## config.mk

```make
export PLATFORM = sky130hd
export DESIGN_NAME = tmr_clksel
export DESIGN_NICKNAME = d
export VERILOG_FILES = /design/src/rtl/tcs_pkg.sv /design/src/rtl/tcs_prescaler.sv /design/src/rtl/tcs_pin_edge.sv /design/src/rtl/tcs_mode_fsm.sv /design/src/rtl/tmr_clksel.sv
export SDC_FILE = /design/constraint.sdc
export NUM_CORES = 1
export LEC_CHECK = 0
export BUFFER_PORTS_ARGS = -buffer_cell sky130_fd_sc_hd__buf_2
export CAP_MARGIN = 20
export CORE_MARGIN = 2
export CORE_UTILIZATION = 30
export CTS_BUF_LIST = sky130_fd_sc_hd__clkbuf_4 sky130_fd_sc_hd__clkbuf_8
export CTS_CLUSTER_SIZE = 14
export DETAILED_ROUTE_END_ITERATION = 12
export PLACE_DENSITY = 0.54
export SLEW_MARGIN = 10
export SYNTH_ARGS = -nofsm -noshare
export SYNTH_HDL_FRONTEND = slang
export SYNTH_SLANG_ARGS = --single-unit
```

## constraint.sdc

```tcl
create_clock -name clk -period 1.97 [get_ports clk]
set_input_delay 0.394 -clock clk [delete_from_list [all_inputs] [get_ports clk]]
set_output_delay 0.394 -clock clk [all_outputs]
set_load 0.01 [all_outputs]
```

## src/rtl/tcs_pkg.sv

```systemverilog
package tcs_pkg;

    localparam int SEL_W    = 3;
    localparam int NUM_TAPS = 4;

    // Select codes seen at the port.
    typedef enum logic [SEL_W-1:0] {
        SEL_OFF      = 3'd0,
        SEL_FULL     = 3'd1,
        SEL_D8       = 3'd2,
        SEL_D64      = 3'd3,
        SEL_D256     = 3'd4,
        SEL_D1024    = 3'd5,
        SEL_EXT_FALL = 3'd6,
        SEL_EXT_RISE = 3'd7
    } sel_code_e;

    // Source states of the control machine.
    typedef enum logic [2:0] {
        ST_IDLE = 3'd0,
        ST_FULL = 3'd1,
        ST_TAP0 = 3'd2,
        ST_TAP1 = 3'd3,
        ST_TAP2 = 3'd4,
        ST_TAP3 = 3'd5,
        ST_FALL = 3'd6,
        ST_RISE = 3'd7
    } src_state_e;

    // log2 of each divider tap's ratio.
    function automatic int tap_log(input int idx);
        case (idx)
            0:       return 3;
            1:       return 6;
            2:       return 8;
            default: return 10;
        endcase
    endfunction

endpackage

```

## src/rtl/tcs_prescaler.sv

```systemverilog
module tcs_prescaler #(
    parameter int NUM_TAPS = tcs_pkg::NUM_TAPS,
    parameter int PRE_W    = tcs_pkg::tap_log(NUM_TAPS - 1)
) (
    input  logic                clk,
    input  logic                rst,
    input  logic                clr,
    output logic [NUM_TAPS-1:0] tap_o
);

    logic [PRE_W-1:0] cnt_q;

    always_ff @(posedge clk) begin
        if (rst || clr) begin
            cnt_q <= '0;
        end else begin
            cnt_q <= cnt_q + 1'b1;
        end
    end

    // Each tap fires for one cycle as its low-order field wraps.
    for (genvar gi = 0; gi < NUM_TAPS; gi++) begin : g_tap
        localparam int LG = tcs_pkg::tap_log(gi);
        logic tick_q;
        always_ff @(posedge clk) begin
            if (rst || clr) begin
                tick_q <= 1'b0;
            end else begin
                tick_q <= &cnt_q[LG-1:0];
            end
        end
        assign tap_o[gi] = tick_q;
    end

endmodule

```

## src/rtl/tcs_pin_edge.sv

```systemverilog
module tcs_pin_edge #(
    parameter int SYNC_STAGES = 2
) (
    input  logic clk,
    input  logic rst,
    input  logic pin_i,
    output logic rise_o,
    output logic fall_o
);

    localparam int SH_W = SYNC_STAGES + 1;

    logic [SH_W-1:0] sh_q;

    always_ff @(posedge clk) begin
        if (rst) begin
            sh_q <= '0;
        end else begin
            sh_q <= {sh_q[SH_W-2:0], pin_i};
        end
    end

    assign rise_o =  sh_q[SYNC_STAGES-1] & ~sh_q[SYNC_STAGES];
    assign fall_o = ~sh_q[SYNC_STAGES-1] &  sh_q[SYNC_STAGES];

endmodule

```

## src/rtl/tcs_mode_fsm.sv

```systemverilog
module tcs_mode_fsm
    import tcs_pkg::*;
#(
    parameter int NUM_TAPS = tcs_pkg::NUM_TAPS
) (
    input  logic                clk,
    input  logic                rst,
    input  logic [SEL_W-1:0]    sel_i,
    input  logic [NUM_TAPS-1:0] tap_i,
    input  logic                ext_rise_i,
    input  logic                ext_fall_i,
    output logic                en_o
);

    src_state_e state_q;
    src_state_e state_d;
    logic       en_q;

    // Next state: the mode named by the select code.
    always_comb begin
        state_d = ST_IDLE;
        unique case (sel_i)
            SEL_OFF:      state_d = ST_IDLE;
            SEL_FULL:     state_d = ST_FULL;
            SEL_D8:       state_d = ST_TAP0;
            SEL_D64:      state_d = ST_TAP1;
            SEL_D256:     state_d = ST_TAP2;
            SEL_D1024:    state_d = ST_TAP3;
            SEL_EXT_FALL: state_d = ST_FALL;
            SEL_EXT_RISE: state_d = ST_RISE;
            default:      state_d = ST_IDLE;
        endcase
    end

    // State register.
    always_ff @(posedge clk) begin
        if (rst) begin
            state_q <= ST_IDLE;
        end else begin
            state_q <= state_d;
        end
    end

    // Output process.
    always_ff @(posedge clk) begin
        if (rst) begin
            en_q <= 1'b0;
        end else begin
            unique case (state_q)
                ST_IDLE: en_q <= 1'b0;
                ST_FULL: en_q <= 1'b1;
                ST_TAP0: en_q <= tap_i[0];
                ST_TAP1: en_q <= tap_i[1];
                ST_TAP2: en_q <= tap_i[2];
                ST_TAP3: en_q <= tap_i[3];
                ST_FALL: en_q <= ext_fall_i;
                ST_RISE: en_q <= ext_rise_i;
                default: en_q <= 1'b0;
            endcase
        end
    end

    assign en_o = en_q;

endmodule

```

## src/rtl/tmr_clksel.sv

```systemverilog
module tmr_clksel
    import tcs_pkg::*;
#(
    parameter int SYNC_STAGES = 2
) (
    input  logic             clk,
    input  logic             rst,
    input  logic [SEL_W-1:0] clk_sel,
    input  logic             ext_pin,
    input  logic             pre_clr,
    output logic             cnt_en
);

    logic [NUM_TAPS-1:0] taps;
    logic                pin_rise;
    logic                pin_fall;

    tcs_prescaler #(
        .NUM_TAPS (NUM_TAPS)
    ) u_pre (
        .clk   (clk),
        .rst   (rst),
        .clr   (pre_clr),
        .tap_o (taps)
    );

    tcs_pin_edge #(
        .SYNC_STAGES (SYNC_STAGES)
    ) u_edge (
        .clk    (clk),
        .rst    (rst),
        .pin_i  (ext_pin),
        .rise_o (pin_rise),
        .fall_o (pin_fall)
    );

    tcs_mode_fsm #(
        .NUM_TAPS (NUM_TAPS)
    ) u_fsm (
        .clk        (clk),
        .rst        (rst),
        .sel_i      (clk_sel),
        .tap_i      (taps),
        .ext_rise_i (pin_rise),
        .ext_fall_i (pin_fall),
        .en_o       (cnt_en)
    );

endmodule

```

==> run summary, run 1 <==
The flow ran to the end, and the final reports show no timing, DRC or antenna violations. The post-route fraction of the period consumed by the critical path came out at 0.697. The headroom to the max-slew limit is 0.790. The placement row count is 18. The area share of the largest cell type after synthesis came out at 0.532. The worst setup path is launched from a flip-flop. For the worst setup path, the data required time is 2.20 ns. The DRC violation total after the first TritonRoute iteration came out at 6. The sequential fraction of the synthesis area is 0.532. The wire length after detailed routing came out at 1220 um. The worst register-to-register path has a depth of 4. Dividing the detail-routed via count by the number of cells gives 4.77.

The wire length per cell after detailed routing came out at 10.4 um. The placement-stage cell area came out at 852 um2. The share of final-layout standard cells stronger than drive strength 1 is 0.149. The average size of a mapped cell is 10.3 um2. The floorplan step set the die height to 55.3 um.

Yosys printed 0 warnings. In this run the number of H-tree levels came out at 1. Sorting the synthesized cells by area gives the leading types as sky130_fd_sc_hd__dfxtp_1, sky130_fd_sc_hd__nor2b_1, sky130_fd_sc_hd__a21oi_1. The global-route wire length before repair is 2170 um. The layout-stage area growth over the synthesis result is 11.6%. The transition at the pin with the smallest max-transition slack is 0.316 ns.

Counting every net in the synthesized netlist gives 86. The data arrival at the endpoint of the critical path is 1.60 ns. Before antenna repair, the detailed router went through 4 iterations. Of all nets on the critical path, the largest fanout is 6. The portion of synthesized area spent on multiplexers is 0. The post-cts hold buffer count came out at 0.

The clock net in this run drives a total of 21 sinks. The analysis attributes to cell leakage a power of 0.301 nW. The largest total area in the synthesized netlist belongs to sky130_fd_sc_hd__dfxtp_1. Buffers inserted during clock tree synthesis total 3. The largest stage delay on the critical path is 0.43 ns. For this run, the leading register cell type out of synthesis is sky130_fd_sc_hd__dfxtp_1.

The final design instance area without fill came out at 882 um2. The total die area is 3060 um2. In this run the standard cell core region covers 2480 um2. The count of pins on the block boundary is 8. The max-slew violation count came out at 0. Entering global routing, the biggest net connects 12 pins.

The kind of end point of the critical path is a flip-flop. Walking the worst path, the cells encountered are ha_1 > nand2_1 > or4_1 > a21oi_1. Setup repair after global routing left no endpoint under its margin. Summing every instance area after synthesis gives 791 um2. Yosys mapped a number of flops with a built-in enable equal to 0. In this run the horizontal extent of the chip is 55.3 um. The depth of the worst hold-timing path is 2.

The total global-route track usage is 0.0877. The number of global-route vias before repair is 550. The final worst clock skew is 0.000806 ns. The post-cts repair resize count came out at 0.

The post-detailed-route count of antenna-violating nets came out at 0. Among all stages on the critical path, the largest delay is contributed by sky130_fd_sc_hd__or4_1. The number of buffers between clock root and the deepest sink is 2. The count of antenna diodes in the layout came out at 0.

The hold violation count in the final report is 0. The area share of and/or/nand/nor cells after synthesis is 0.275. By count the netlist is led by sky130_fd_sc_hd__dfxtp_1, sky130_fd_sc_hd__a21oi_1, sky130_fd_sc_hd__nor2b_1. After clock tree synthesis, the clock-pin slew on the worst setup and hold paths is 0.11 ns. TritonCTS built the clock tree. The register bit total from synthesis came out at 21. CTS placed an instance of sky130_fd_sc_hd__clkbuf_4 at the clock tree root. The number of nets at the end of the flow is 97. The share of flip-flops with an asynchronous set or reset after synthesis is 0. Setup violations remaining at the end of the flow were counted as 0. After routing, the total negative slack on setup checks comes to 0 ns. The achievable clock frequency is 0.729 GHz. The count of port buffers added during placement came out at 7. By area, the combinational part of the netlist is dominated by simple AND/OR/NAND/NOR gates. The initial antenna violation count is 0. The source-to-sink clock delay at the later pin of the worst-skew pair is 0.29 ns. In this run the power density over the cells is 768 nW/um2. The tool flagged a number of max-cap violations equal to 0.

The worst voltage drop across the vdd grid is 0.460 mV. Synthesis produced a netlist whose cell count is 77. The most common cell in the synthesized netlist is sky130_fd_sc_hd__dfxtp_1. Summed over all layers, the global routing overflow is 0. The half-perimeter wire length after detailed placement came out at 864 um.

The congestion estimate from routability-driven global placement came to 0.687. The buffers inserted during post-CTS setup optimization is 0. The number of distinct library cell variants in the gate-level netlist after synthesis came out at 24.

The initial utilization of the core area, before any placement, comes to 0.319. The adder and majority gate portion of the synthesized area came out at 0.0316. For this run, design rule violations remaining after detail routing come to 0.

The critical path is of the reg2reg type. The type of the tightest min-delay check is in2reg. The total via count in the routed design is 558. The completed layout was analyzed and its total power is 678 uW. The share of the synthesized area in compound gates (AO/OA/AOI/OAI) is 0.111. The post-synthesis share of cell area spent on xor and xnor gates came out at 0.0222. The worst path needs 1.37 ns of the cycle, external delays included.
[worst max-delay path: cells and delay by family, from the launching register on]
family,cells,cell delay [ns]
flops,1,0.38
compound gates,1,0.15
fa+ha+maj,1,0.20
simple gates,2,0.58
[final cells by class]
class / instances / area (um2)
fillers: 269 / 1600
repair buffers: 7 / 35.0
inverters: 3 / 11.3
multi-input cells: 52 / 348
flip-flops and latches: 21 / 420
clock buffers: 4 / 30.0
well taps: 30 / 37.5
[final timing paths]
| check | from | endpoint | slack [ns] |
|---|---|---|---|
| max | u_pre.cnt_q[0]$_SDFF_PP0_ | u_pre.cnt_q[8]$_SDFF_PP0_ | 0.60 |
| max reg2reg | u_pre.cnt_q[0]$_SDFF_PP0_ | u_pre.cnt_q[8]$_SDFF_PP0_ | 0.60 |
| min | ext_pin | u_edge.sh_q[0]$_SDFF_PP0_ | 0.30 |
| min reg2reg | u_pre.cnt_q[9]$_SDFF_PP0_ | u_pre.g_tap[3].tick_q$_SDFF_PP0_ | 0.46 |
[flip-flops by register name (all words and copies together), names as in the netlist]
register and cells:
u_pre.g_tap.tick_q 4, u_edge.sh_q 3, u_pre.cnt_q 10, u_fsm.en_o 1, u_fsm.state_q 3
[through the flow]
step / util / hold slack (ns) / instances / setup WS, ns
floorplan: - / 0.414 / 77 / 0.736
global placement: 0.344 / 0.437 / 113 / 0.629
detailed placement: 0.344 / 0.445 / 113 / 0.560
CTS: 0.356 / 0.289 / 117 / 0.594
global route: 0.356 / 0.300 / 117 / 0.491
finish: 0.356 / 0.300 / 117 / 0.598
[cells by family after synthesis]
kind of cell / after synthesis
fa+ha+maj: 2
simple gates: 34
compound gates: 14
xor+xnor: 2
buf+inv: 4
flops: 21
[where the power goes]
part | internal (mW) | switching [mW]
logic | 0.0135 | 0.0118
clock network | 0.0926 | 0.121
registers | 0.433 | 0.00553
[metal layers]
metal | global-route usage | vias up | wire, um
met5 | 0 | - | 0
met4 | 0.0662 | 0 | 13
met3 | 0.0164 | 2 | 49
met2 | 0.131 | 8 | 560
met1 | 0.111 | 259 | 594
li1 | - | 289 | -
[cell usage in the layout, fill, tap and decap left out, drive strengths merged, types with 3 or more instances in the layout]
cell type,instances
a21oi,7
and2,4
buf,7
clkbuf,4
dfxtp,21
inv,3
nand2,3
nand3,4
nor2,3
nor2b,6
o31ai,3
or4,3
No activity file was read; power rests on OpenSTA's default activity.
==> inputs of run 2 (changes only) <==
==> constraint.sdc (replaced) <==
create_clock -name clk -period 1.34 [get_ports clk]
set_input_delay 0.268 -clock clk [delete_from_list [all_inputs] [get_ports clk]]
set_output_delay 0.268 -clock clk [all_outputs]
set_load 0.01 [all_outputs]
==> run 2 against run 1 <==
Cell area is 6.0% higher; die area did not move; worst hold slack got worse by 0.14 ns; combinational power grew 68%; utilization is 2.1 points higher; cell count rose by 5.1%; via count increased by 5.9%; global-route usage rose by 0.71 points; critical path type unchanged; largest power group unchanged.
==> run summary, run 2 (synthesis results as in run 1) <==
The total via count in the routed design came out at 591 (+5.9%). The number of nets at the end of the flow is 103 (+6.2%). The number of clock buffers inserted by TritonCTS is 3 (unchanged). The wire length on met1 is 611 um (+2.9%). The category of the most critical setup path is reg2reg. The aggregate global routing overflow came out at 0 (unchanged).

The kind of cell adding the most delay to the critical path is simple AND/OR/NAND/NOR gates. The worst setup path is launched from a flip-flop. The largest registers in the layout are u_pre.cnt_q x10, u_pre.g_tap.tick_q x4. The global-route wire length before repair is 2310 um (+6.4%). The DRC violation total after the first TritonRoute iteration is 9 (+3). The achievable clock frequency is 0.783 GHz (+7.4%). The clock tree from TritonCTS is done. For this design, the slowest cell found on the critical path is sky130_fd_sc_hd__or4_1. The detailed-route vias per instance was 4.80 (+0.75%). The transition at the pin with the smallest max-transition slack is 0.267 ns (-0.0489 ns).

The share of final-layout standard cells stronger than drive strength 1 came to 0.247 (+0.0979). The maximum fanout along the worst path came out at 10 (+4). The number of placed cells counting well taps came out at 119 (+5.3%). The number of flip-flops in the largest register came out at 10 (unchanged). The final total negative setup slack is 0 ns (unchanged).

The clock sink total came out at 21 (unchanged). The clock edge transition at the registers on the reported setup and hold paths is 0.11 ns (about the same). The worst voltage drop across the vdd grid came out at 0.603 mV (+31%).

The half-perimeter wire length after detailed placement was 938 um (+8.6%). The height of the die came to 55.3 um (unchanged). The leakage component of the power came to 0.331 nW (+9.9%). The net switching power figure came out at 215 uW (+56%). The hold violation count in the final report is 0 (unchanged). The largest net degree at the start of global routing was 13 (+1). The worst setup path is captured at a flip-flop. The routed length on met3 is 28 um (-43%).

The count of antenna diodes in the layout is 0 (unchanged). The core area is 2480 um2 (unchanged). The H-tree depth is 1 (unchanged). The wire length per cell after detailed routing came out at 10.4 um (+0.20%). The final worst clock skew came to 0.00212 ns (+0.00131 ns). The source-to-sink clock delay at the later pin of the worst-skew pair is 0.31 ns (+0.02 ns). The library cell used most frequently in the layout, excluding fill and tap cells, is sky130_fd_sc_hd__dfxtp_1. The horizontal die dimension came out at 55.3 um (unchanged). The fraction of power consumed by the clock network is 0.303 (-0.012). The critical path goes through nand3_4 > or4_1 > a21oi_1. The length of the first detailed-routing pass in iterations was 4 (unchanged). The count of pins on the block boundary came to 8 (unchanged).

The total die area is 3060 um2 (unchanged). The number of setup violations in the final report is 0 (unchanged). The net switching fraction of the power came out at 0.218 (+0.0138).

The number of global-route vias before repair came out at 584 (+6.2%). The cell-internal power came to 773 uW (+43%). In the layout the commonest cells are sky130_fd_sc_hd__dfxtp_1, sky130_fd_sc_hd__a21oi_1, sky130_fd_sc_hd__buf_2, sky130_fd_sc_hd__nor2b_1, sky130_fd_sc_hd__buf_4. The part of the power in registers came out at 0.654 (+0.006). The placement row count came out at 18 (unchanged).

The register bank with the most flops is u_pre.cnt_q. The post-route fraction of the period consumed by the critical path was 0.953 (+0.257). The final-layout fill cell count came out at 263 (-2.2%). From synthesis to final layout, the design area changed by 18.2%. The number of max-capacitance violations reported was 0 (unchanged). The root buffer selected by CTS is sky130_fd_sc_hd__clkbuf_4. The flow ran to the end, and the final reports show no timing, DRC or antenna violations. The remaining design rule violation count came out at 0 (unchanged). The areal power density over the cells came out at 1060 nW/um2 (+38%). The worst path buffer plus inverter count is 0 (unchanged). The headroom to the max-slew limit came to 0.822 (+0.0326). The path class of the tightest hold or removal check is in2reg. The wire length after detailed routing is 1280 um (+5.3%).

The post-detailed-route count of antenna-violating nets is 0 (unchanged). The required time of the critical path came out at 1.59 ns (-0.61 ns). The count of port buffers added during placement is 7 (unchanged). The minimum period implied by the final worst setup slack came out at 1.28 ns (-0.0950 ns). The final estimated routing congestion in global placement came out at 0.721 (+5.0%).

The post-cts hold buffer count is 0 (unchanged). The number of buffers between clock root and the deepest sink is 2 (unchanged). The largest stage delay on the critical path came out at 0.52 ns (+0.09 ns).

The non-filler instance count after layout came to 123 (+5.1%). The data arrival at the endpoint of the critical path is 1.52 ns (-0.08 ns). The max-slew violation count is 0 (unchanged). The minimum hold slack is 0.158 ns (-0.142 ns).

The share of power burned in combinational logic is 0.043 (+0.006). The total global-route track usage came out at 0.0948 (+0.00710). The total length of routed met2 wires came out at 595 um (+6.3%).

The starting density of the core came out at 0.319 (unchanged). The initial antenna violation count is 0 (unchanged). After detailed routing, no signal wire sits above met4.
-- run 2: metrics by stage --
stage	utilization	setup slack, ns	instance area, um2	power [mW]
after floorplan	-	0.106	791	0.682
after global placement	0.362	0.0851	897	0.701
after detailed placement	0.362	0.0720	897	0.702
after CTS	0.373	0.0380	925	1.00
after global routing	0.377	-0.000526	935	1.04
final	0.377	0.0629	935	0.988
-- run 2: final cells by class --
type | count | area, um2 | area share
Multi-Input combinational cell | 52 | 355 | 0.380
Tap cell | 30 | 37.5 | 0.0402
Clock buffer | 3 | 22.5 | 0.0241
Clock inverter | 1 | 5.00 | 0.00535
Sequential cell | 21 | 423 | 0.452
Inverter | 3 | 11.3 | 0.0120
Timing Repair Buffer | 13 | 80.1 | 0.0857
-- run 2: routing by layer --
metal  global-route usage  up-vias
met5                    0        -
met4               0.0732        0
met3               0.0211        5
met2                0.146        5
met1                0.113      278
li1                     -      303
-- run 2: worst paths after layout --
path,start,end,slack (ns),cells past startpoint
setup reg to reg,u_pre.cnt_q[5]$_SDFF_PP0_,u_pre.cnt_q[8]$_SDFF_PP0_,0.06,3
setup / recovery,u_pre.cnt_q[5]$_SDFF_PP0_,u_pre.cnt_q[8]$_SDFF_PP0_,0.06,3
hold reg to reg,u_pre.cnt_q[0]$_SDFF_PP0_,u_pre.cnt_q[0]$_SDFF_PP0_,0.43,1
hold / removal,clk_sel[0],u_fsm.state_q[0]$_SDFF_PP0_,0.16,2
-- run 2: power groups by stage --
stage	sequential [mW]	combinational, mW	clock, mW
after global routing	0.648	0.0504	0.344
after CTS	0.645	0.0432	0.316
final	0.646	0.0424	0.300
after floorplan	0.658	0.0237	0
after global placement	0.659	0.0425	0
after detailed placement	0.659	0.0430	0
-- run 2: timing repair --
| action | in CTS | in global routing |
|---|---|---|
| setup buffers | 0 | 0 |
| gates resized for setup | 0 | 4 |
| endpoints found under the setup margin | 0 | 5 |
